<file path="config.mk">
export PLATFORM = sky130hd
export DESIGN_NAME = mdio_mgmt_master
export DESIGN_NICKNAME = d
export VERILOG_FILES = /design/src/rtl/mdioc_pkg.sv /design/src/rtl/mdioc_clkdiv.sv /design/src/rtl/mdioc_seq.sv /design/src/rtl/mdioc_regs.sv /design/src/rtl/mdio_mgmt_master.sv
export SDC_FILE = /design/constraint.sdc
export NUM_CORES = 1
export LEC_CHECK = 0
export BUFFER_PORTS_ARGS = -buffer_cell sky130_fd_sc_hd__buf_2
export CORE_AREA = 2 2 98 100
export DETAILED_ROUTE_END_ITERATION = 10
export DIE_AREA = 0 0 100 102
export PLACE_DENSITY = 0.77
export SKIP_CTS_REPAIR_TIMING = 1
export SYNTH_ARGS = -nofsm -noshare
export SYNTH_HDL_FRONTEND = slang
export SYNTH_SLANG_ARGS = --single-unit
</file>
<file path="constraint.sdc">
create_clock -name clk -period 4.9 [get_ports clk]
set_input_delay 0.735 -clock clk [delete_from_list [all_inputs] [get_ports clk]]
set_output_delay 0.735 -clock clk [all_outputs]
set_load 0.005 [all_outputs]
</file>
<file path="src/rtl/mdioc_pkg.sv">
package mdioc_pkg;

    // register byte offsets
    localparam int CMD_OFS = 0;
    localparam int CFG_OFS = 4;

    // command word layout
    localparam int CMD_BUSY_BIT = 29;
    localparam int CMD_FAIL_BIT = 28;
    localparam int CMD_OP_LSB   = 26;
    localparam int CMD_PHY_LSB  = 21;
    localparam int CMD_REG_LSB  = 16;

    // configuration word layout
    localparam int CFG_C22_BIT   = 0;
    localparam int CFG_DIV_LSB   = 4;
    localparam int CFG_NOPRE_BIT = 12;

    // field widths
    localparam int OP_W     = 2;
    localparam int PHY_AW   = 5;
    localparam int REG_AW   = 5;
    localparam int DATA_W   = 16;
    localparam int CLKDIV_W = 6;

    // frame geometry
    localparam int PRE_LEN = 32;
    localparam int TA_OFS  = 2 + OP_W + PHY_AW + REG_AW;
    localparam int HDR_LEN = TA_OFS + 2 + DATA_W;

    localparam logic [1:0] START_PAT = 2'b01;
    localparam logic [1:0] TA_PAT    = 2'b10;
    localparam logic [OP_W-1:0] OP_READ  = 2'b10;
    localparam logic [OP_W-1:0] OP_WRITE = 2'b01;

    typedef struct packed {
        logic [OP_W-1:0]   op;
        logic [PHY_AW-1:0] phy;
        logic [REG_AW-1:0] regad;
        logic [DATA_W-1:0] data;
    } mdio_cmd_t;

endpackage

</file>
<file path="src/rtl/mdioc_clkdiv.sv">
module mdioc_clkdiv #(
    parameter int DIV_W = 6
) (
    input  logic             clk,
    input  logic             rst_n,
    input  logic             run,
    input  logic [DIV_W-1:0] div,
    output logic             mdc,
    output logic             rise,
    output logic             fall
);

    typedef struct packed {
        logic [DIV_W-1:0] cnt;
        logic             mdc;
    } div_state_t;

    div_state_t s_q, s_d;

    always_comb begin
        s_d  = s_q;
        rise = 1'b0;
        fall = 1'b0;
        if (!run) begin
            s_d.cnt = '0;
            s_d.mdc = 1'b0;
        end else if (s_q.cnt >= div) begin
            s_d.cnt = '0;
            s_d.mdc = !s_q.mdc;
            rise    = !s_q.mdc;
            fall    = s_q.mdc;
        end else begin
            s_d.cnt = s_q.cnt + 1'b1;
        end
    end

    always_ff @(posedge clk) begin
        if (!rst_n) begin
            s_q <= '0;
        end else begin
            s_q <= s_d;
        end
    end

    assign mdc = s_q.mdc;

    // idle forces the clock low on the next edge
    assert_idle_low_R3: assert property (@(posedge clk) disable iff (!rst_n)
        !run |=> !mdc);

    // a rising strobe always leads to a high clock
    assert_rise_high_R3: assert property (@(posedge clk) disable iff (!rst_n)
        rise |=> mdc);

endmodule

</file>
<file path="src/rtl/mdioc_seq.sv">
module mdioc_seq
    import mdioc_pkg::*;
(
    input  logic              clk,
    input  logic              rst_n,
    input  logic              launch,
    input  mdio_cmd_t         cmd,
    input  logic              no_pre,
    input  logic              rise,
    input  logic              fall,
    input  logic              mdio_i,
    output logic              busy,
    output logic              mdio_o,
    output logic              mdio_oe,
    output logic              done,
    output logic [DATA_W-1:0] rd_data,
    output logic              rd_fail
);

    localparam int FRAME_LEN = PRE_LEN + HDR_LEN;
    localparam int POS_W     = $clog2(FRAME_LEN);
    localparam logic [POS_W-1:0] POS_HDR  = POS_W'(PRE_LEN);
    localparam logic [POS_W-1:0] POS_TA   = POS_W'(PRE_LEN + TA_OFS);
    localparam logic [POS_W-1:0] POS_TA2  = POS_W'(PRE_LEN + TA_OFS + 1);
    localparam logic [POS_W-1:0] POS_DATA = POS_W'(PRE_LEN + TA_OFS + 2);
    localparam logic [POS_W-1:0] POS_LAST = POS_W'(FRAME_LEN - 1);

    typedef struct packed {
        logic               busy;
        logic               rd;
        logic               fail;
        logic [POS_W-1:0]   pos;
        logic [HDR_LEN-1:0] hdr;
        logic [DATA_W-1:0]  shift;
    } seq_state_t;

    seq_state_t s_q, s_d;

    always_comb begin
        s_d  = s_q;
        done = 1'b0;
        if (!s_q.busy) begin
            if (launch) begin
                s_d.busy  = 1'b1;
                s_d.rd    = (cmd.op == OP_READ);
                s_d.fail  = 1'b0;
                s_d.pos   = no_pre ? POS_HDR : '0;
                s_d.hdr   = {START_PAT, cmd.op, cmd.phy, cmd.regad, TA_PAT, cmd.data};
                s_d.shift = '0;
            end
        end else begin
            if (rise && s_q.rd) begin
                if (s_q.pos == POS_TA2 && mdio_i) begin
                    s_d.fail = 1'b1;
                end
                if (s_q.pos >= POS_DATA) begin
                    s_d.shift = {s_q.shift[DATA_W-2:0], mdio_i};
                end
            end
            if (fall) begin
                if (s_q.pos == POS_LAST) begin
                    s_d.busy = 1'b0;
                    done     = 1'b1;
                end else begin
                    s_d.pos = s_q.pos + 1'b1;
                    if (s_q.pos >= POS_HDR) begin
                        s_d.hdr = s_q.hdr << 1;
                    end
                end
            end
        end
    end

    always_ff @(posedge clk) begin
        if (!rst_n) begin
            s_q <= '0;
        end else begin
            s_q <= s_d;
        end
    end

    assign busy    = s_q.busy;
    assign mdio_oe = s_q.busy && !(s_q.rd && s_q.pos >= POS_TA);
    assign mdio_o  = !s_q.busy || (s_q.pos < POS_HDR) || s_q.hdr[HDR_LEN-1];
    assign rd_data = s_q.shift;
    assign rd_fail = s_q.fail;

    // pad outputs move only on a falling MDC strobe
    assert_drive_on_fall_R9: assert property (@(posedge clk) disable iff (!rst_n)
        (s_q.busy && !fall) |=> ($stable(mdio_o) && $stable(mdio_oe)));

    // once a read has released the line it stays released until the end
    assert_release_hold_R6: assert property (@(posedge clk) disable iff (!rst_n)
        (s_q.busy && s_q.rd && !mdio_oe) |=> (!mdio_oe || !s_q.busy));

    // only a read can raise the fail flag
    assert_fail_on_read_R7: assert property (@(posedge clk) disable iff (!rst_n)
        $rose(rd_fail) |-> s_q.rd);

    // a frame ends only on a falling strobe
    assert_end_on_fall_R10: assert property (@(posedge clk) disable iff (!rst_n)
        $fell(busy) |-> $past(fall));

endmodule

</file>
<file path="src/rtl/mdioc_regs.sv">
module mdioc_regs
    import mdioc_pkg::*;
#(
    parameter int                    BUS_AW  = 4,
    parameter logic [CLKDIV_W-1:0]   RST_DIV = 6'd49
) (
    input  logic                clk,
    input  logic                rst_n,
    input  logic                bus_sel,
    input  logic                bus_wr,
    input  logic [BUS_AW-1:0]   bus_addr,
    input  logic [31:0]         bus_wdata,
    output logic [31:0]         bus_rdata,
    input  logic                busy,
    input  logic                done,
    input  logic [DATA_W-1:0]   seq_rd_data,
    input  logic                seq_fail,
    output mdio_cmd_t           launch_cmd,
    output logic                launch,
    output logic [CLKDIV_W-1:0] div,
    output logic                no_pre
);

    localparam logic [BUS_AW-1:0] A_CMD = BUS_AW'(CMD_OFS);
    localparam logic [BUS_AW-1:0] A_CFG = BUS_AW'(CFG_OFS);

    typedef struct packed {
        mdio_cmd_t           cmd;
        logic                c22;
        logic [CLKDIV_W-1:0] div;
        logic                nopre;
    } reg_state_t;

    reg_state_t s_q, s_d;
    logic       wr_cmd, wr_cfg;
    logic       unused_wdata;

    assign unused_wdata = ^bus_wdata[31:30];

    assign wr_cmd = bus_sel && bus_wr && (bus_addr == A_CMD);
    assign wr_cfg = bus_sel && bus_wr && (bus_addr == A_CFG);

    assign launch_cmd.op    = bus_wdata[CMD_OP_LSB +: OP_W];
    assign launch_cmd.phy   = bus_wdata[CMD_PHY_LSB +: PHY_AW];
    assign launch_cmd.regad = bus_wdata[CMD_REG_LSB +: REG_AW];
    assign launch_cmd.data  = bus_wdata[DATA_W-1:0];

    always_comb begin
        s_d    = s_q;
        launch = 1'b0;
        if (done && s_q.cmd.op == OP_READ) begin
            s_d.cmd.data = seq_rd_data;
        end
        if (wr_cmd && !busy) begin
            s_d.cmd = launch_cmd;
            launch  = bus_wdata[CMD_BUSY_BIT];
        end
        if (wr_cfg) begin
            s_d.c22   = bus_wdata[CFG_C22_BIT];
            s_d.div   = bus_wdata[CFG_DIV_LSB +: CLKDIV_W];
            s_d.nopre = bus_wdata[CFG_NOPRE_BIT];
        end
    end

    always_ff @(posedge clk) begin
        if (!rst_n) begin
            s_q.cmd   <= '0;
            s_q.c22   <= 1'b1;
            s_q.div   <= RST_DIV;
            s_q.nopre <= 1'b0;
        end else begin
            s_q <= s_d;
        end
    end

    always_comb begin
        bus_rdata = '0;
        if (bus_addr == A_CMD) begin
            bus_rdata[CMD_BUSY_BIT]              = busy;
            bus_rdata[CMD_FAIL_BIT]              = seq_fail;
            bus_rdata[CMD_OP_LSB +: OP_W]        = s_q.cmd.op;
            bus_rdata[CMD_PHY_LSB +: PHY_AW]     = s_q.cmd.phy;
            bus_rdata[CMD_REG_LSB +: REG_AW]     = s_q.cmd.regad;
            bus_rdata[DATA_W-1:0]                = s_q.cmd.data;
        end else if (bus_addr == A_CFG) begin
            bus_rdata[CFG_C22_BIT]               = s_q.c22;
            bus_rdata[CFG_DIV_LSB +: CLKDIV_W]   = s_q.div;
            bus_rdata[CFG_NOPRE_BIT]             = s_q.nopre;
        end
    end

    assign div    = s_q.div;
    assign no_pre = s_q.nopre;

    // launches are accepted only while idle
    assert_launch_idle_R2: assert property (@(posedge clk) disable iff (!rst_n)
        launch |-> !busy);

    // addressing fields are frozen while a frame is in flight
    assert_fields_frozen_R8: assert property (@(posedge clk) disable iff (!rst_n)
        busy |=> $stable({s_q.cmd.op, s_q.cmd.phy, s_q.cmd.regad}));

endmodule

</file>
<file path="src/rtl/mdio_mgmt_master.sv">
module mdio_mgmt_master
    import mdioc_pkg::*;
#(
    parameter int BUS_AW     = 4,
    parameter int REF_HZ     = 250_000_000,
    parameter int MDC_MAX_HZ = 2_500_000
) (
    input  logic              clk,
    input  logic              rst_n,
    input  logic              bus_sel,
    input  logic              bus_wr,
    input  logic [BUS_AW-1:0] bus_addr,
    input  logic [31:0]       bus_wdata,
    output logic [31:0]       bus_rdata,
    output logic              mdc,
    output logic              mdio_o,
    output logic              mdio_oe,
    input  logic              mdio_i
);

    // smallest divider that keeps MDC at or below the ceiling
    localparam int DIV_RAW = (REF_HZ + 2 * MDC_MAX_HZ - 1) / (2 * MDC_MAX_HZ) - 1;
    localparam int DIV_MAX = (1 << CLKDIV_W) - 1;
    localparam int DIV_SAT = (DIV_RAW > DIV_MAX) ? DIV_MAX : ((DIV_RAW < 0) ? 0 : DIV_RAW);
    localparam logic [CLKDIV_W-1:0] RST_DIV = CLKDIV_W'(DIV_SAT);

    mdio_cmd_t           launch_cmd;
    logic                launch;
    logic [CLKDIV_W-1:0] div;
    logic                no_pre;
    logic                busy;
    logic                done;
    logic [DATA_W-1:0]   rd_data;
    logic                rd_fail;
    logic                rise, fall;

    mdioc_regs #(
        .BUS_AW  (BUS_AW),
        .RST_DIV (RST_DIV)
    ) u_regs (
        .clk         (clk),
        .rst_n       (rst_n),
        .bus_sel     (bus_sel),
        .bus_wr      (bus_wr),
        .bus_addr    (bus_addr),
        .bus_wdata   (bus_wdata),
        .bus_rdata   (bus_rdata),
        .busy        (busy),
        .done        (done),
        .seq_rd_data (rd_data),
        .seq_fail    (rd_fail),
        .launch_cmd  (launch_cmd),
        .launch      (launch),
        .div         (div),
        .no_pre      (no_pre)
    );

    mdioc_clkdiv #(
        .DIV_W (CLKDIV_W)
    ) u_clkdiv (
        .clk   (clk),
        .rst_n (rst_n),
        .run   (busy),
        .div   (div),
        .mdc   (mdc),
        .rise  (rise),
        .fall  (fall)
    );

    mdioc_seq u_seq (
        .clk     (clk),
        .rst_n   (rst_n),
        .launch  (launch),
        .cmd     (launch_cmd),
        .no_pre  (no_pre),
        .rise    (rise),
        .fall    (fall),
        .mdio_i  (mdio_i),
        .busy    (busy),
        .mdio_o  (mdio_o),
        .mdio_oe (mdio_oe),
        .done    (done),
        .rd_data (rd_data),
        .rd_fail (rd_fail)
    );

    // MDC is high only inside a frame
    assert_mdc_in_frame_R3: assert property (@(posedge clk) disable iff (!rst_n)
        mdc |-> busy);

    // the pad is never driven outside a frame
    assert_oe_in_frame_R10: assert property (@(posedge clk) disable iff (!rst_n)
        mdio_oe |-> busy);

endmodule

</file>
# Word level (Yosys, flattened, before mapping)
# Cells that the tools add are included.
[word_totals] mem_bits_ro=0 output_inout_bits=35 ff_bits=100 latch_bits=0 n_memories=0 mem_bits_rw=0 in_bits=41 elab_cells=91
[op_classes] mux=32 n_addsub=2 mul=0 reduce_logical=24 shift=0 n_eq_ne=11 n_bitwise=2 div_mod_pow=0 n_lt_le_gt_ge=5
[ops] op="38-bit two-way mux" n=2
[ops] op="16-bit two-way mux" n=4
[ops] op="57-bit two-way mux" n=1
[ops] op="55-bit two-way mux" n=1
[ops] op="32-bit two-way mux" n=1
[ops] op="6-bit >= comparator, second input constant" n=3
[ops] op="6-bit two-way mux" n=3
[ops] op="1-bit two-way mux" n=17
[ops] op="17-bit two-way mux" n=1
[ops] op="6-bit by 1-bit adder with 6-bit output, second input constant" n=2
[ops] op="6-bit equality test, second input constant" n=2
[ops] op="2-bit inequality test, second input constant" n=6
[ops] op="1-bit logical AND" n=9
[ops] op="3-bit AND reduction" n=3
[ops] op="6-bit >= comparator" n=1
[ops] op="6-bit less-than comparator, second input constant" n=1
[ops] op="2-bit equality test, second input constant" n=2
[ops] op="4-bit by 3-bit equality test with 1-bit output, second input constant" n=1
[ops] op="4-bit logical NOT" n=1
[ops] op="2-bit AND reduction" n=2
[ops] op="4-bit AND reduction" n=1
[ops] op="2-bit nonzero test" n=2
[ops] op="1-bit logical NOT" n=3
[ops] op="3-bit two-way mux" n=1
[ops] op="4 further kinds" n=6

# Logic depth before layout (Yosys ltp)
# Gate-level depths: netlist of the first run.
[depth] depth_word=8 mapped_depth=10 depth_no_buf=7

# Hierarchy
# Synthesis of the first run repeated with hierarchy kept, for this count alone.
[unflattened] hier_cells=621 hier_area_um2=5391.4
[by_module_without_submodules] mod="mdioc_seq" area_per_inst_um2=2766.4 seq_area_each_um2=1141.1 cells_per_inst=312 n_inst=1
[by_module_without_submodules] mod="mdioc_regs" area_per_inst_um2=2180.8 seq_area_each_um2=720.7 cells_per_inst=261 n_inst=1
[by_module_without_submodules] mod="mdioc_clkdiv" area_per_inst_um2=444.2 seq_area_each_um2=140.1 cells_per_inst=48 n_inst=1

# Least setup slack after synthesis of the first run
# No wires, ideal clock.
[synth_timing] path_type="input to output" from="input port bus_addr[3]" to="output port bus_rdata[18]" stages=4 path_slack_ns=2.336 arrival_time_ns=1.829 n_path_buf=2 cell_sequence="nor4_1 > clkbuf_1 > clkbuf_1 > and2_1"
[synth_between] elab_chain_cells=2
[synth_rtl] item="start: declaration" line="mdio_mgmt_master.sv:12" text="input logic [BUS_AW-1:0] bus_addr,"
[synth_rtl] item="4-bit logical NOT" line="mdioc_regs.sv:78" text="if (bus_addr == A_CMD) begin"
[synth_rtl] item="17-bit two-way mux" line="mdioc_regs.sv:78"
[synth_rtl] item="end: declaration" line="mdio_mgmt_master.sv:14" text="output logic [31:0] bus_rdata,"
# No other way between the ends.

# Worst setup path after layout of the first run
[layout_timing] from="register, netlist name u_regs.div[5]" to="register u_seq.s_q[45] (netlist bit)"
[layout_between] elab_chain_cells=5
[layout_rtl] item="6-bit >= comparator" line="mdioc_clkdiv.sv:27" text="end else if (s_q.cnt >= div) begin"
[layout_rtl] item="1-bit two-way mux" line="mdioc_clkdiv.sv:27"
[layout_rtl] item="1-bit two-way mux" line="mdioc_clkdiv.sv:24" text="if (!run) begin"
[layout_rtl] item="2-bit inequality test (no line)"
[layout_rtl] item="4-bit AND reduction (no line)"
[layout_rtl] item="end signal: assignment" line="mdioc_seq.sv:76" text="s_q <= '0;"
[layout_rtl] item="end signal: assignment" line="mdioc_seq.sv:78" text="s_q <= s_d;"
[layout_rtl] item="end: declaration" line="mdioc_seq.sv:37" text="seq_state_t s_q, s_d;"
# No other way between the ends.
# A chain may end at the register's enable or synchronous reset.

==> metrics.txt, run 1 <==
Setup Crit Path Kind=reg2reg; IO buf count=70; ranking of synthesized cells by area=dfxtp_1, mux2i_1, nand2_1; status=complete, no violations; worst-margin pin slew=between 1 and 1.5 ns; Synth async-reset ratio=0%; Initial Util=54.4%; Leakage=0.00216 uW; Sw Share=between 20% and 30%; nets=roughly 670; final instance area=5440 um2; Final Hold Fails=0; hold slack=approximately 0.46 ns; die width=100 um; post-synth top area share=approximately 40%; Vias=between 4k and 5k; Final period util=63.6%; Seq cells post-synth=100; vias per cell=5.99; DRC Markers=0; f_max=about 320 MHz; WP data arrival=roughly 3.4 ns; unrepaired setup endpoints after global routing=no; FP Rows=35; clock edge transition at the registers on the reported setup and hold paths=0.10 ns; syn avg cell area=8.45 um2; DP HPWL=about 8.2 mm; Comb pwr share=4.9%; fin util=59.7%; iteration-0 DRC count of the detailed router=243; register share of total power=about 57%; DR pass1 iterations=4; Peak VDD IR=0.000210 V; CTS tree=done; crit path time final=3.12 ns; max-slew violations=0; Synth area leader=dfxtp_1; Hold Crit Class=reg2reg; Main synth FF type=dfxtp_1; area of the core=9110 um2; clk_skew=about 0.014 ns; Chip Height=a little over 100 um; Die ar.=10200 um2; share of cells above drive strength 1=16.7%; Slew headroom=20.3%; Max Cap Violations=0; CP Max Fanout=27; Clock Tree Buf Depth=2; Psw=345 uW; Setup-failing EPs final=0; power per cell area=approximately 260 nW/um2; synthesized cell area=just under 5000 um2; startpoint types=flop; CP required=5.19 ns; CP Capture Type=flop; WL final=12.4 mm; Gate Count Post-Synth=586; final antenna-violating net count=0; Diodes inserted=0; antenna violations before repair=0; Largest stage delay, worst path=1.09 ns; largest net degree at the start of global routing=72; Int Power=approximately 1100 uW; Slowest-stage cell, CP=a21oi_4; Total Power=between 1000 and 1500 uW; vias in the first global route=4145; Sinks on Clock Net=100; wire length per cell=around 17 um; setup_tns=0 ns; Root Buffer=clkbuf_8; GRT overflow=0; Syn. warnings=0; Clock Latency Late Sink=0.37 ns; post-synthesis sequential area ratio=40.4%; Clock Power Share=37.6%; gr usage total=roughly 25%; H-tree depth=3; first-pass GRT wire length=20.0 mm; Placer Congestion=0.768; Area Growth Syn to Fin=9.78%; Yosys cell types=47; Placed Area=5240 um2; io pins=76; CP Cell Sequence=inv_1, ha_1, a21oi_1, o22ai_1, a21o_1, a21oi_4, mux2i_1; CTS Buf Count=9; number of enable flip-flop cells after synthesis=0
state kept, by name, summed over array words and instances (netlist names):
register and cells:
u_regs.s_q 29, u_seq.rd_fail 1, u_clkdiv.s_q 6, u_seq.s_q 39
u_clkdiv.mdc 1, u_seq.busy 1, u_regs.no_pre 1, u_seq.rd_data 16
u_regs.div 6
power by group through the flow:
stage | Clock [uW] | Sequential (uW) | Combinational (uW)
floorplan | 0 | 835 | 38.1
global placement | 0 | 836 | 67.5
detailed placement | 0 | 837 | 69.2
CTS | 539 | 818 | 69.6
global route | 570 | 818 | 76.7
finish | 535 | 818 | 70.4
per-layer routing:
layer,share of wire [%],track usage (%),vias up
met5,0,0,-
met1,44,30.9,2150
met2,49,42.5,122
li1,-,-,2127
met4,2.2,8.75,0
met3,5.0,4.51,23
critical path: cells and delay by family (launching register included):
family | cells | cell delay (ns)
DFF | 1 | 0.36
buffers and inverters | 1 | 0.07
AOI/OAI and AO/OA | 4 | 1.95
muxes | 1 | 0.28
adders and majority gates | 1 | 0.34
cells by family after synthesis:
| family | after synthesis | share of synthesized area (%) |
|---|---|---|
| xor gates and xnor gates | 5 | 0.884 |
| DFF | 100 | 40.4 |
| buffers and inverters | 64 | 6.32 |
| and+or+nand+nor | 211 | 20.6 |
| other | 1 | 0.0757 |
| muxes | 49 | 9.90 |
| adders and majority gates | 9 | 2.27 |
| AOI/OAI and AO/OA | 147 | 19.5 |
synth_stat cells, drive strengths merged (3+ instances only):
| library cell | number |
|---|---|
| a31oi | 18 |
| or4 | 3 |
| nor2 | 18 |
| a21oi | 40 |
| buf | 21 |
| xor2 | 3 |
| and3 | 7 |
| nand2 | 112 |
| clkbuf | 30 |
| mux2i | 49 |
| nor3 | 3 |
| nand3b | 4 |
| a22o | 35 |
| dfxtp | 100 |
| nand4 | 6 |
| ha | 9 |
| o211ai | 5 |
| o21ai | 37 |
| nand3 | 21 |
| and2 | 23 |
| inv | 13 |
layout make-up:
cell class              instances  area [um2]
clock inverters                 6        70.1
fillers                       808        3670
well taps                     111         139
inverters                      13        48.8
multi-input cells             423        2660
repair buffers                 75         390
flip-flops and latches        100        2000
clock buffers                  10         128
layout by cell type (no fill, tap or decap), drive strengths merged, types with 3 or more instances in the layout:
cell,instances
nand3b,4
clkinvlp,3
and2,23
and3,7
clkbuf,10
o211ai,5
nand2,112
nor2,18
a21oi,40
nor3,3
ha,9
or4,3
a22o,35
xor2,3
nand3,21
dfxtp,100
o21ai,37
mux2i,49
inv,15
a31oi,18
nand4,6
buf,75
metrics by stage:
step                instances  worst slack [ns]
floorplan                 587              2.34
global placement          722              1.95
detailed placement        722              1.82
CTS                       738              1.80
global route              738              1.59
finish                    738              1.78
path summary, 6_finish.rpt:
kind | to | depth (start not counted) | start | slack, ns
worst max-delay path | u_seq.s_q[45] | 7 | u_regs.div[5] | 1.78
worst min-delay path | u_regs.s_q[25] | 2 | u_regs.s_q[25] | 0.46
worst max register to register | u_seq.s_q[45] | 7 | u_regs.div[5] | 1.78
worst min register to register | u_regs.s_q[25] | 2 | u_regs.s_q[25] | 0.46
(Power assumes the default switching activity.)
==> run 2: changes to the inputs <==
--- a/config.mk
+++ b/config.mk
@@ -5,11 +5,12 @@
 export SDC_FILE = /design/constraint.sdc
 export NUM_CORES = 1
 export LEC_CHECK = 0
+export ABC_AREA = 1
 export BUFFER_PORTS_ARGS = -buffer_cell sky130_fd_sc_hd__buf_2
-export CORE_AREA = 2 2 98 100
+export CORE_AREA = 2 2 99 101
 export DETAILED_ROUTE_END_ITERATION = 10
-export DIE_AREA = 0 0 100 102
-export PLACE_DENSITY = 0.77
+export DIE_AREA = 0 0 101 103
+export PLACE_DENSITY = 0.76
 export SKIP_CTS_REPAIR_TIMING = 1
 export SYNTH_ARGS = -nofsm -noshare
 export SYNTH_HDL_FRONTEND = slang
==> constraint.sdc (replaced) <==
create_clock -name clk -period 3.15 [get_ports clk]
set_input_delay 0.4725 -clock clk [delete_from_list [all_inputs] [get_ports clk]]
set_output_delay 0.4725 -clock clk [all_outputs]
set_load 0.005 [all_outputs]
==> metrics.txt, run 2 <==
Synth top cells by count=nand2_1, nor2_1, dfxtp_1, inv_1, nand3_1; ranking of synthesized cells by area=dfxtp_1, nand2_1, nor2_1; max-slew violations=0; CP Capture Type=flop; crit path time final=about 2.6 ns; Largest Register=u_seq.s_q; share of cells above drive strength 1=13.4%; setup_tns=0 ns; DR pass1 iterations=5; WL final=12.2 mm; power per cell area=402 nW/um2; unrepaired setup endpoints after global routing=no; startpoint types=flop; clk_skew=0.0113 ns; IO buf count=70; CTS Buf Count=9; wire length per cell=13.1 um; Final period util=between 80% and 90%; commonest cells after routing, fill and taps aside=nand2_1, nor2_1, dfxtp_1, inv_1, nand3_1; Setup Crit Path Kind=reg2reg; DP HPWL=around 8.4 mm; io pins=76; Synth async-reset ratio=0%; Main synth FF type=dfxtp_1; Syn. warnings=0; CP Max Fanout=63; Yosys cell types=34; Peak VDD IR=about 0.00026 V; Seq cells post-synth=100; vias per cell=5.32; Initial Util=between 50% and 60%; Setup-failing EPs final=0; Clock Tree Buf Depth=2; WP data arrival=2.81 ns; Vias=4934; clock edge transition at the registers on the reported setup and hold paths=0.10 ns; number of enable flip-flop cells after synthesis=0; Largest register FFs=39; Sinks on Clock Net=100; Root Buffer=clkbuf_8; vias in the first global route=between 4k and 5k; status=complete, no violations; iteration-0 DRC count of the detailed router=362; worst-margin pin slew=between 0.9 and 1 ns; Chip Height=a little over 100 um; gr usage total=24.0%; Leakage=between 0.002 and 0.003 uW; FP Rows=36; most common cell after layout, fill and taps aside=nand2_1; Slew headroom=34.0%; Placed Area=5380 um2; H-tree depth=3; Hold Crit Class=in2reg; nets=859; antenna violations before repair=0; area of the core=about 9500 um2; synthesized cell area=5040 um2; Diodes inserted=0; most common cell in the synthesized netlist=nand2_1; Placer Congestion=0.827; DRC Markers=0; post-synthesis sequential area ratio=39.7%; post-synth top area share=around two fifths; Clock Latency Late Sink=0.37 ns; final antenna-violating net count=0; CTS tree=done; syn avg cell area=6.58 um2; final instance area=5580 um2; Synth area leader=dfxtp_1; first-pass GRT wire length=20.0 mm; Area Growth Syn to Fin=10.7%; Die ar.=10400 um2; CP required=3.41 ns; die width=101 um; Max Cap Violations=0; largest net degree at the start of global routing=between 60 and 70; f_max=391 MHz; Gate Count Post-Synth=766; Final Hold Fails=0; GRT overflow=0
## run 2: final timing paths
path | depth (start not counted) | endpoint | start | slack (ns)
max | 13 | u_seq.s_q[38] | u_clkdiv.s_q[1] | 0.60
min | 2 | u_seq.s_q[55] | bus_wdata[26] | 0.35
max reg2reg | 13 | u_seq.s_q[38] | u_clkdiv.s_q[1] | 0.60
min reg2reg | 2 | u_regs.s_q[25] | u_regs.s_q[25] | 0.46
## run 2: cell families after synthesis
group,share of synthesized area [%]
xor+xnor,0.522
simple gates,34.0
buf+inv,11.3
fa+ha+maj,2.23
compound gates,12.1
flops,39.7
other cells,0.0744
## run 2: cell type report
class	count	area (um2)
Fill cell	917	3880
Sequential cell	100	2000
Clock buffer	11	151
Inverter	92	345
Timing Repair Buffer	79	418
Multi-Input combinational cell	527	2470
Tap cell	114	143
Clock inverter	5	50.0
## run 2: report_power, final
group / switching, uW / leakage (uW) / total, uW / internal [uW]
registers: 4.36 / 0.000807 / 1280 / 1280
logic: 84.3 / 0.00172 / 123 / 38.8
clock network: 434 / 0.000109 / 839 / 405
total: 522 / 0.00263 / 2240 / 1720
## run 2: routing by layer
metal / share of wire, % / global-route usage, % / up-vias
met4: 2.0 / 10.7 / 0
met3: 6.0 / 3.53 / 21
met1: 48 / 33.0 / 2243
li1: - / - / 2515
met2: 44 / 37.4 / 155
met5: 0 / 0 / -
## run 2: metrics by stage
stage	total power, uW	std cells	setup WS [ns]	hold slack, ns	utilization (%)
final	2240	928	0.595	0.353	59.0
after global routing	2320	928	0.256	0.353	59.0
after CTS	2260	928	0.594	0.347	59.0
after detailed placement	1430	912	0.624	0.450	56.8
after global placement	1430	912	0.741	0.440	56.8
after floorplan	1380	767	1.37	0.430	-
## run 2: critical path, stage by stage (launching register included)
cell and delay, ns:
dfxtp_1 0.38, inv_1 0.07, ha_1 0.27, inv_1 0.04, nand2_1 0.04, nand2_1 0.04, nand2_1 0.05, nand2_1 0.07
nand2_2 0.24, nand2_1 0.11, nand2_2 0.19, nand3_4 0.52, nor2_1 0.31, nor2_1 0.08
==> run 3: changes to the inputs <==
--- a/config.mk
+++ b/config.mk
@@ -5,12 +5,12 @@
 export SDC_FILE = /design/constraint.sdc
 export NUM_CORES = 1
 export LEC_CHECK = 0
-export ABC_AREA = 1
+export ABC_AREA = 0
 export BUFFER_PORTS_ARGS = -buffer_cell sky130_fd_sc_hd__buf_2
-export CORE_AREA = 2 2 99 101
+export CORE_AREA = 2 2 98 100
 export DETAILED_ROUTE_END_ITERATION = 10
-export DIE_AREA = 0 0 101 103
-export PLACE_DENSITY = 0.76
+export DIE_AREA = 0 0 100 102
+export PLACE_DENSITY = 0.77
 export SKIP_CTS_REPAIR_TIMING = 1
 export SYNTH_ARGS = -nofsm -noshare
 export SYNTH_HDL_FRONTEND = slang
==> constraint.sdc (replaced) <==
create_clock -name clk -period 2.5 [get_ports clk]
set_input_delay 0.375 -clock clk [delete_from_list [all_inputs] [get_ports clk]]
set_output_delay 0.375 -clock clk [all_outputs]
set_load 0.005 [all_outputs]
==> metrics.txt, run 3 (synthesized netlist as in run 1, its figures left out) <==
unrepaired setup endpoints after global routing=no; die width=100 um; hold depth=3; Int Power=roughly 2100 uW; Hold Crit Class=in2reg; CP most frequent cell=a21oi_1; IO buf count=70; fin util=61.2%; crit path time final=2.24 ns; Clock Latency Late Sink=0.37 ns; f_max=roughly 450 MHz; clk_skew=0.0121 ns; register share of total power=56.6%; Diodes inserted=0; Clock Power Share=a little under two fifths; most common cell after layout, fill and taps aside=nand2_1; clock edge transition at the registers on the reported setup and hold paths=0.10 ns; Comb pwr share=5.0%; CTS Buf Count=9; first-pass GRT wire length=19.0 mm; Peak VDD IR=0.000316 V; Max Cap Violations=0; DP HPWL=8.00 mm; Total Power=2830 uW; Clock Tree Buf Depth=2; Placer Congestion=0.857; Reg2Reg Depth=8; worst-margin pin slew=0.643 ns; Largest stage delay, worst path=0.42 ns; final antenna-violating net count=0; status=complete, no violations; Sinks on Clock Net=100; power per cell area=508 nW/um2; Slew headroom=57.1%; CTS tree=done; H-tree depth=3; gr usage total=23.3%; nets=roughly 700; CP Capture Type=flop; Final Hold Fails=0; Slowest-stage cell, CP=a21o_1; vias in the first global route=3910; setup_tns=0 ns; io pins=76; worst setup margin=around 0.26 ns; FP Rows=35; antenna violations before repair=0; max-slew violations=0; area of the core=about 9000 um2; share of cells above drive strength 1=18.8%; WL final=11.9 mm; Root Buffer=clkbuf_8; Die ar.=around 10000 um2; iteration-0 DRC count of the detailed router=311; startpoint types=flop; Vias=4405; DP Worst Slack=0.285 ns; CP Cell Sequence=inv_1, ha_1, a21oi_1, o22ai_1, a21o_1, buf_4, a31oi_1, a21oi_1; Psw=687 uW; vias per cell=5.85; Setup-failing EPs final=0; DR pass1 iterations=5; Largest register FFs=39; CP required=2.79 ns; GRT overflow=0; Sw Share=24.2%; largest net degree at the start of global routing=52; CP Max Fanout=17; Area Growth Syn to Fin=12.6%; Largest Register=u_seq.s_q; Initial Util=between 50% and 60%; DRC Markers=0; Chip Height=102 um; Final period util=about nine tenths; Leakage=0.00224 uW; WP data arrival=about 2.5 ns; commonest cells after routing, fill and taps aside=nand2_1, dfxtp_1, buf_2, mux2i_1, a21oi_1; wire length per cell=roughly 16 um; Setup Crit Path Kind=reg2reg
==> run 3: per-stage QoR <==
stage | instances | hold WS, ns | instance area, um2
2_1_floorplan | 587 | 0.426 | 4960
3_3_place_gp | 737 | 0.438 | 5360
3_5_place_dp | 737 | 0.443 | 5360
4_1_cts | 753 | 0.239 | 5570
5_1_grt | 753 | 0.238 | 5570
6_report | 753 | 0.244 | 5570
==> run 3: area by class of cell <==
| type | count | area (um2) |
|---|---|---|
| clock buffers | 10 | 138 |
| well taps | 111 | 139 |
| repair buffers | 90 | 515 |
| clock inverters | 6 | 72.6 |
| fillers | 787 | 3530 |
| multi-input cells | 423 | 2660 |
| inverters | 13 | 48.8 |
| flip-flops and latches | 100 | 2000 |
==> run 3: power by group through the flow <==
stage | logic [uW] | clock network [uW] | registers [uW]
2_1_floorplan | 74.7 | 0 | 1640
3_3_place_gp | 138 | 0 | 1640
3_5_place_dp | 139 | 0 | 1640
4_1_cts | 140 | 1100 | 1600
5_1_grt | 154 | 1170 | 1600
6_report | 142 | 1090 | 1600
==> run 3: worst max-delay path, delay by kind of cell (launching register included) <==
kind	cells	cell delay [ns]
AOI/OAI and AO/OA	5	1.06
buffers and inverters	2	0.40
DFF	1	0.35
adders and majority gates	1	0.34
==> run 3: worst paths after layout <==
check	start	endpoint	slack [ns]
max	u_regs.div[5]	u_regs.s_q[11]	0.26
min	bus_wdata[22]	u_regs.s_q[30]	0.24
max reg2reg	u_regs.div[5]	u_regs.s_q[11]	0.26
min reg2reg	u_seq.rd_fail	u_seq.rd_fail	0.45
==> run 3: routing by layer <==
metal / vias up / track usage, % / wire [um]
li1: 2153 / - / -
met1: 2109 / 32.3 / 5550
met2: 130 / 37.0 / 5560
met3: 13 / 3.56 / 609
met4: 0 / 8.64 / 157
met5: - / 0 / 0
